===== src/rtl/axi_wresp_pkg.sv =====
`timescale 1ns/1ps
package axi_wresp_pkg;
    typedef enum logic [1:0] {
        RESP_OKAY   = 2'b00,
        RESP_EXOKAY = 2'b01,
        RESP_SLVERR = 2'b10,
        RESP_DECERR = 2'b11
    } bresp_e;
endpackage


===== src/rtl/wbeat_stage.sv =====
`timescale 1ns/1ps
// Staging buffer for write beats accepted ahead of (or alongside) the address.
module wbeat_stage #(
    parameter int DW    = 32,
    parameter int DEPTH = 4
) (
    input  logic          clk,
    input  logic          rst_n,
    input  logic          push,
    input  logic [DW-1:0] push_data,
    input  logic          pop,
    output logic [DW-1:0] head,
    output logic          full,
    output logic          empty
);
    localparam int PW = (DEPTH > 1) ? $clog2(DEPTH) : 1;
    localparam int CW = $clog2(DEPTH + 1);

    typedef struct packed {
        logic [DEPTH-1:0][DW-1:0] slot;
        logic [PW-1:0]            wp;
        logic [PW-1:0]            rp;
        logic [CW-1:0]            cnt;
    } stage_t;

    stage_t st_d, st_q;

    function automatic logic [PW-1:0] bump(input logic [PW-1:0] p);
        return (p == PW'(DEPTH - 1)) ? '0 : p + 1'b1;
    endfunction

    always_comb begin
        st_d = st_q;
        if (push) begin
            st_d.slot[st_q.wp] = push_data;
            st_d.wp            = bump(st_q.wp);
        end
        if (pop) begin
            st_d.rp = bump(st_q.rp);
        end
        case ({push, pop})
            2'b10:   st_d.cnt = st_q.cnt + 1'b1;
            2'b01:   st_d.cnt = st_q.cnt - 1'b1;
            default: st_d.cnt = st_q.cnt;
        endcase
    end

    always_ff @(posedge clk or negedge rst_n) begin
        if (!rst_n) st_q <= '0;
        else        st_q <= st_d;
    end

    assign head  = st_q.slot[st_q.rp];
    assign full  = (st_q.cnt == CW'(DEPTH));
    assign empty = (st_q.cnt == '0);

    // the writer never pushes into a full buffer
    assert_stage_no_overflow_R8: assert property (@(posedge clk) disable iff (!rst_n)
        push |-> !full);
    // a write strobe is only issued from a held beat
    assert_stage_no_underflow_R7: assert property (@(posedge clk) disable iff (!rst_n)
        pop |-> !empty);
endmodule


===== src/rtl/wr_addr_seq.sv =====
`timescale 1ns/1ps
// Beat address generator: base captured on the address handshake, one step per write.
module wr_addr_seq #(
    parameter int AW        = 16,
    parameter int STEP      = 4,
    parameter int MAX_BEATS = 256
) (
    input  logic          clk,
    input  logic          rst_n,
    input  logic          load,
    input  logic [AW-1:0] load_addr,
    input  logic          step,
    input  logic          clear,
    output logic [AW-1:0] addr
);
    localparam int IW = $clog2(MAX_BEATS) + 1;

    typedef struct packed {
        logic [AW-1:0] base;
        logic [IW-1:0] idx;
    } seq_t;

    seq_t sq_d, sq_q;

    always_comb begin
        sq_d = sq_q;
        if (load) begin
            sq_d.base = load_addr;
            sq_d.idx  = '0;
        end else if (clear) begin
            sq_d.idx = '0;
        end else if (step) begin
            sq_d.idx = sq_q.idx + 1'b1;
        end
    end

    always_ff @(posedge clk or negedge rst_n) begin
        if (!rst_n) sq_q <= '0;
        else        sq_q <= sq_d;
    end

    assign addr = sq_q.base + AW'(sq_q.idx) * AW'(STEP);

    // each write moves the array address one data word forward
    assert_addr_step_R7: assert property (@(posedge clk) disable iff (!rst_n)
        (step && !clear && !load) |=> (addr == $past(addr) + AW'(STEP)));
endmodule


===== src/rtl/axi_wresp_slave.sv =====
`timescale 1ns/1ps
module axi_wresp_slave #(
    parameter int ADDR_W      = 16,
    parameter int DATA_W      = 32,
    parameter int STAGE_DEPTH = 4,
    parameter int MAX_BEATS   = 256
) (
    input  logic              clk,
    input  logic              rst_n,
    input  logic              aw_valid,
    output logic              aw_ready,
    input  logic [ADDR_W-1:0] aw_addr,
    input  logic              w_valid,
    output logic              w_ready,
    input  logic [DATA_W-1:0] w_data,
    input  logic              w_last,
    output logic              b_valid,
    input  logic              b_ready,
    output logic [1:0]        b_resp,
    output logic              mem_we,
    output logic [ADDR_W-1:0] mem_addr,
    output logic [DATA_W-1:0] mem_wdata
);
    import axi_wresp_pkg::*;

    localparam int BYTES = DATA_W / 8;

    typedef struct packed {
        logic   aw_done;
        logic   w_done;
        logic   b_valid;
        bresp_e resp;
    } ctl_t;

    ctl_t ctl_d, ctl_q;

    logic aw_hs, w_hs, b_hs;
    logic stg_full, stg_empty, stg_pop;

    assign aw_ready = rst_n && !ctl_q.aw_done;
    assign w_ready  = rst_n && !ctl_q.w_done && !stg_full;
    assign aw_hs    = aw_valid && aw_ready;
    assign w_hs     = w_valid && w_ready;
    assign b_hs     = ctl_q.b_valid && b_ready;
    assign stg_pop  = ctl_q.aw_done && !stg_empty;

    always_comb begin
        ctl_d = ctl_q;
        if (aw_hs)         ctl_d.aw_done = 1'b1;
        if (w_hs && w_last) ctl_d.w_done = 1'b1;
        if (ctl_q.b_valid) begin
            ctl_d.b_valid = !b_ready;
        end else begin
            ctl_d.b_valid = ctl_q.aw_done && ctl_q.w_done && stg_empty;
            ctl_d.resp    = RESP_OKAY;
        end
        if (b_hs) begin
            ctl_d.aw_done = 1'b0;
            ctl_d.w_done  = 1'b0;
        end
    end

    always_ff @(posedge clk or negedge rst_n) begin
        if (!rst_n) ctl_q <= '{aw_done: 1'b0, w_done: 1'b0, b_valid: 1'b0, resp: RESP_OKAY};
        else        ctl_q <= ctl_d;
    end

    wbeat_stage #(
        .DW    (DATA_W),
        .DEPTH (STAGE_DEPTH)
    ) i_stage (
        .clk       (clk),
        .rst_n     (rst_n),
        .push      (w_hs),
        .push_data (w_data),
        .pop       (stg_pop),
        .head      (mem_wdata),
        .full      (stg_full),
        .empty     (stg_empty)
    );

    wr_addr_seq #(
        .AW        (ADDR_W),
        .STEP      (BYTES),
        .MAX_BEATS (MAX_BEATS)
    ) i_addr (
        .clk       (clk),
        .rst_n     (rst_n),
        .load      (aw_hs),
        .load_addr (aw_addr),
        .step      (stg_pop),
        .clear     (b_hs),
        .addr      (mem_addr)
    );

    assign mem_we  = stg_pop;
    assign b_valid = ctl_q.b_valid;
    assign b_resp  = ctl_q.resp;

    // a single address per transaction
    assert_aw_once_R2: assert property (@(posedge clk) disable iff (!rst_n)
        aw_hs |=> !aw_ready);
    // no beats after the last one until the response is taken
    assert_w_closed_R3: assert property (@(posedge clk) disable iff (!rst_n)
        (w_hs && w_last) |=> !w_ready);
    // response only after address, last beat and all array writes
    assert_b_order_R4: assert property (@(posedge clk) disable iff (!rst_n)
        $rose(b_valid) |-> (ctl_q.aw_done && ctl_q.w_done && stg_empty && !mem_we));
    // response held under backpressure
    assert_b_hold_R5: assert property (@(posedge clk) disable iff (!rst_n)
        (b_valid && !b_ready) |=> (b_valid && b_resp == $past(b_resp)));
    // response drops and channels reopen after the handshake
    assert_b_release_R6: assert property (@(posedge clk) disable iff (!rst_n)
        (b_valid && b_ready) |=> (!b_valid && aw_ready && w_ready));
endmodule


===== config.mk =====
export PLATFORM = sky130hd
export DESIGN_NAME = axi_wresp_slave
export DESIGN_NICKNAME = d
export VERILOG_FILES = /design/src/rtl/axi_wresp_pkg.sv /design/src/rtl/wbeat_stage.sv /design/src/rtl/wr_addr_seq.sv /design/src/rtl/axi_wresp_slave.sv
export SDC_FILE = /design/constraint.sdc
export NUM_CORES = 1
export LEC_CHECK = 0
export ABC_AREA = 1
export ABC_CLOCK_PERIOD_IN_PS = 5000
export BUFFER_PORTS_ARGS = -buffer_cell sky130_fd_sc_hd__buf_2
export CORE_MARGIN = 2
export CORE_UTILIZATION = 60
export DETAILED_ROUTE_END_ITERATION = 6
export GPL_TIMING_DRIVEN = 0
export PLACE_DENSITY = 0.9
export SLEW_MARGIN = 15
export SYNTH_ARGS = -nofsm -noshare
export SYNTH_HDL_FRONTEND = slang
export SYNTH_HIERARCHICAL = 1
export SYNTH_SLANG_ARGS = --single-unit

===== constraint.sdc =====
create_clock -name clk -period 5 [get_ports clk]
set_input_delay 1.5 -clock clk [delete_from_list [all_inputs] [get_ports clk]]
set_output_delay 1.5 -clock clk [all_outputs]
set_load 0.02 [all_outputs]

==> reports/qor.yml <==
clk_path_buf_depth: 2
timing.final.crit_share_pct: 86.24
synth-seq-cells: 163
clk_latency_ns: 0.43
initial_utilization_pct: 61.62
wl_met1_um: 8395
synthTopCellsByCount: "nand2_1, dfrtp_1, inv_1"
pre_cts_ws_ns: 0.6430
syn_inst: 1001
cp-start-kind: "primary input"
die_y_um: 123.4
cts.htree.levels: 4
cts_resized: 0
antenna_found_initial: 0
ys_seq_area_share_pct: 47.69
nets: 1199
worst_pin_slew_ns: 0.6726
fin_crit_ns: 4.312
area_growth_pct: 16.34
slew_viol_final: 0
drive_gt1_share_pct: 21.58
setup_viol: 0
grt_pass1_wl_um: 34130
drtAntennaViolNets: 0
grt_max_degree: 96
critPathKind: "primary input to output port"
wl_um: 21120
crit_arrival_ns: 2.81
relSlewSlack_pct: 54.99
hold_path_class: "flip-flop to flip-flop"
worstPathRequired_ns: 3.50
overflow: 0
ys.flop_type: "dfrtp_1"
yosysTopAreaCell: "dfrtp_1"
cts_root_buffer: "clkbuf_16"
diodes: 0
dieArea_mm2: 0.01523
yosys.area.top_type_share_pct: 47.69
grt_pass1_vias: 7075
io_pins: 108
grt_use_total_pct: 29.31
cts_tree: "yes"
rows: 43
wl_met2_um: 10650
wl_met3_um: 1660
core_mm2: 0.01388
fmax_mhz: 231.9
skew_ns: 0.01212
finalSetupTns_ns: 0
vias: 7290
hpwl_um: 13710
p_per_area_mw_per_mm2: 699.4
cts_buffers: 17
synth.distinct_cells: 34
drtIter0Drc: 632
ys_warn_count: 6
top_layer_used: "met4"
cp_max_fo: 95
synth_area_mm2: 0.008553
synth_most_common_cell: "nand2_1"
wl_per_cell_um: 16.00
synth_area_per_cell_um2: 8.545
setup_ws_ns: 0.6879
ff_latch_area_mm2: 0.004079
cts_sinks: 163
ctsHoldBuffers: 0
ys_top_cells_by_area: "dfrtp_1, nand2_1, inv_1, o21ai_1, o211ai_1"
viasPerCell: 5.523
die_x_um: 123.4
nFillCells: 1000
async_flop_share_pct: 100.0
gp_congestion: 0.8480
postCtsSetupBuffers: 0
finalHoldViolations: 0
grt_setup_unrepaired: "false"
maxCapViolCount: 0
synth_edf_count: 0
multi_input_area_mm2: 0.003359
drc: 0
io_buffers: 105
path_clk_slew_ns: 0.06
dr.pass1.iters: 6
endpoint_kind: "output port"
status: "completed"
power.leakage_nw: 5.348
irDropWorstVdd_v: 0.0004100
[through the flow]
stage | total power, mW | cell area, µm² | utilization (%) | hold slack [ns] | cells
after floorplan | 4.579 | 8557 | - | 0.4550 | 1002
after global placement | 5.392 | 9308 | 67.05 | 0.4643 | 1287
after detailed placement | 5.536 | 9345 | 67.32 | 0.4678 | 1288
after CTS | 6.947 | 9951 | 71.69 | 0.4833 | 1320
after global routing | 7.432 | 9951 | 71.69 | 0.4994 | 1320
final | 6.960 | 9951 | 71.69 | 0.4806 | 1320
[layout make-up]
type	instances	share of cell area, %
Inverter	158	5.960
Clock inverter	13	1.735
Timing Repair Buffer	106	5.658
Tap cell	180	2.263
Sequential cell	163	40.99
Buffer	52	5.281
Clock buffer	19	4.351
Multi-Input combinational cell	629	33.76
[flip-flops by register name, indices dropped and copies added, names as in the netlist]
register,count
i_stage/st_q,135
i_addr/sq_q,25
ctl_q,2
b_valid,1
[placed cells by master (no fill, tap or decap), types with 2 or more instances in the layout]
| master | count |
|---|---|
| clkbuf_16 | 17 |
| buf_2 | 109 |
| a21oi_2 | 2 |
| fa_1 | 2 |
| xnor2_1 | 2 |
| inv_6 | 4 |
| nor3_1 | 4 |
| mux2_2 | 10 |
| ha_1 | 16 |
| nor2_1 | 14 |
| dfrtp_1 | 163 |
| nand2_8 | 4 |
| bufinv_16 | 3 |
| a21oi_1 | 10 |
| inv_2 | 3 |
| nand2_2 | 4 |
| buf_6 | 40 |
| nand3_1 | 20 |
| o21ai_1 | 99 |
| o21ai_2 | 31 |
| buf_4 | 6 |
| inv_1 | 155 |
| o211ai_1 | 64 |
| clkbuf_1 | 2 |
| nand2_1 | 309 |
| conb_1 | 2 |
| xor2_1 | 5 |
| nor2_2 | 3 |
| nand4_1 | 6 |
| clkinvlp_4 | 3 |
| o21ai_0 | 15 |
[cells by family after synthesis]
family                     Yosys count  share of synthesized area (%)
xor gates and xnor gates             7                         0.7168
buffers and inverters              210                          13.08
adders and majority gates           18                          2.809
AOI/OAI and AO/OA                  225                          16.60
DFF                                163                          47.69
muxes                               10                          1.317
and+or+nand+nor                    367                          17.74
other                                1                        0.04384
[final timing paths]
path | slack (ns) | start | cells past startpoint | endpoint
setup / recovery | 0.69 | rst_n | 5 | w_ready
hold / removal | 0.48 | i_stage/st_q[20] | 2 | i_stage/st_q[20]
setup reg to reg | 2.74 | i_stage/st_q[0] | 12 | i_stage/st_q[2]
hold reg to reg | 0.48 | i_stage/st_q[20] | 2 | i_stage/st_q[20]
max in group asynchronous | 3.17 | rst_n | 2 | i_addr/sq_q[11]
min in group asynchronous | 1.02 | rst_n | 1 | i_stage/st_q[44]
[layer usage]
metal	up-vias	GRT usage [%]
li1	3449	-
met1	3480	37.36
met2	328	48.80
met3	33	6.596
met4	0	11.51
met5	-	0
[report_power, final]
part	leakage [nW]	internal [mW]	switching, mW	total [mW]
Combinational	3.00	1.23	2.10	3.33
Clock	0.287	0.795	0.554	1.35
Sequential	2.06	1.91	0.363	2.28
[worst max-delay path, stage by stage]
cell and delay [ns]:
buf_8 0.39, buf_16 0.44, inv_2 0.10, nor3_1 0.14, buf_2 0.19
Note: power is estimated with default switching activity, not from simulation.
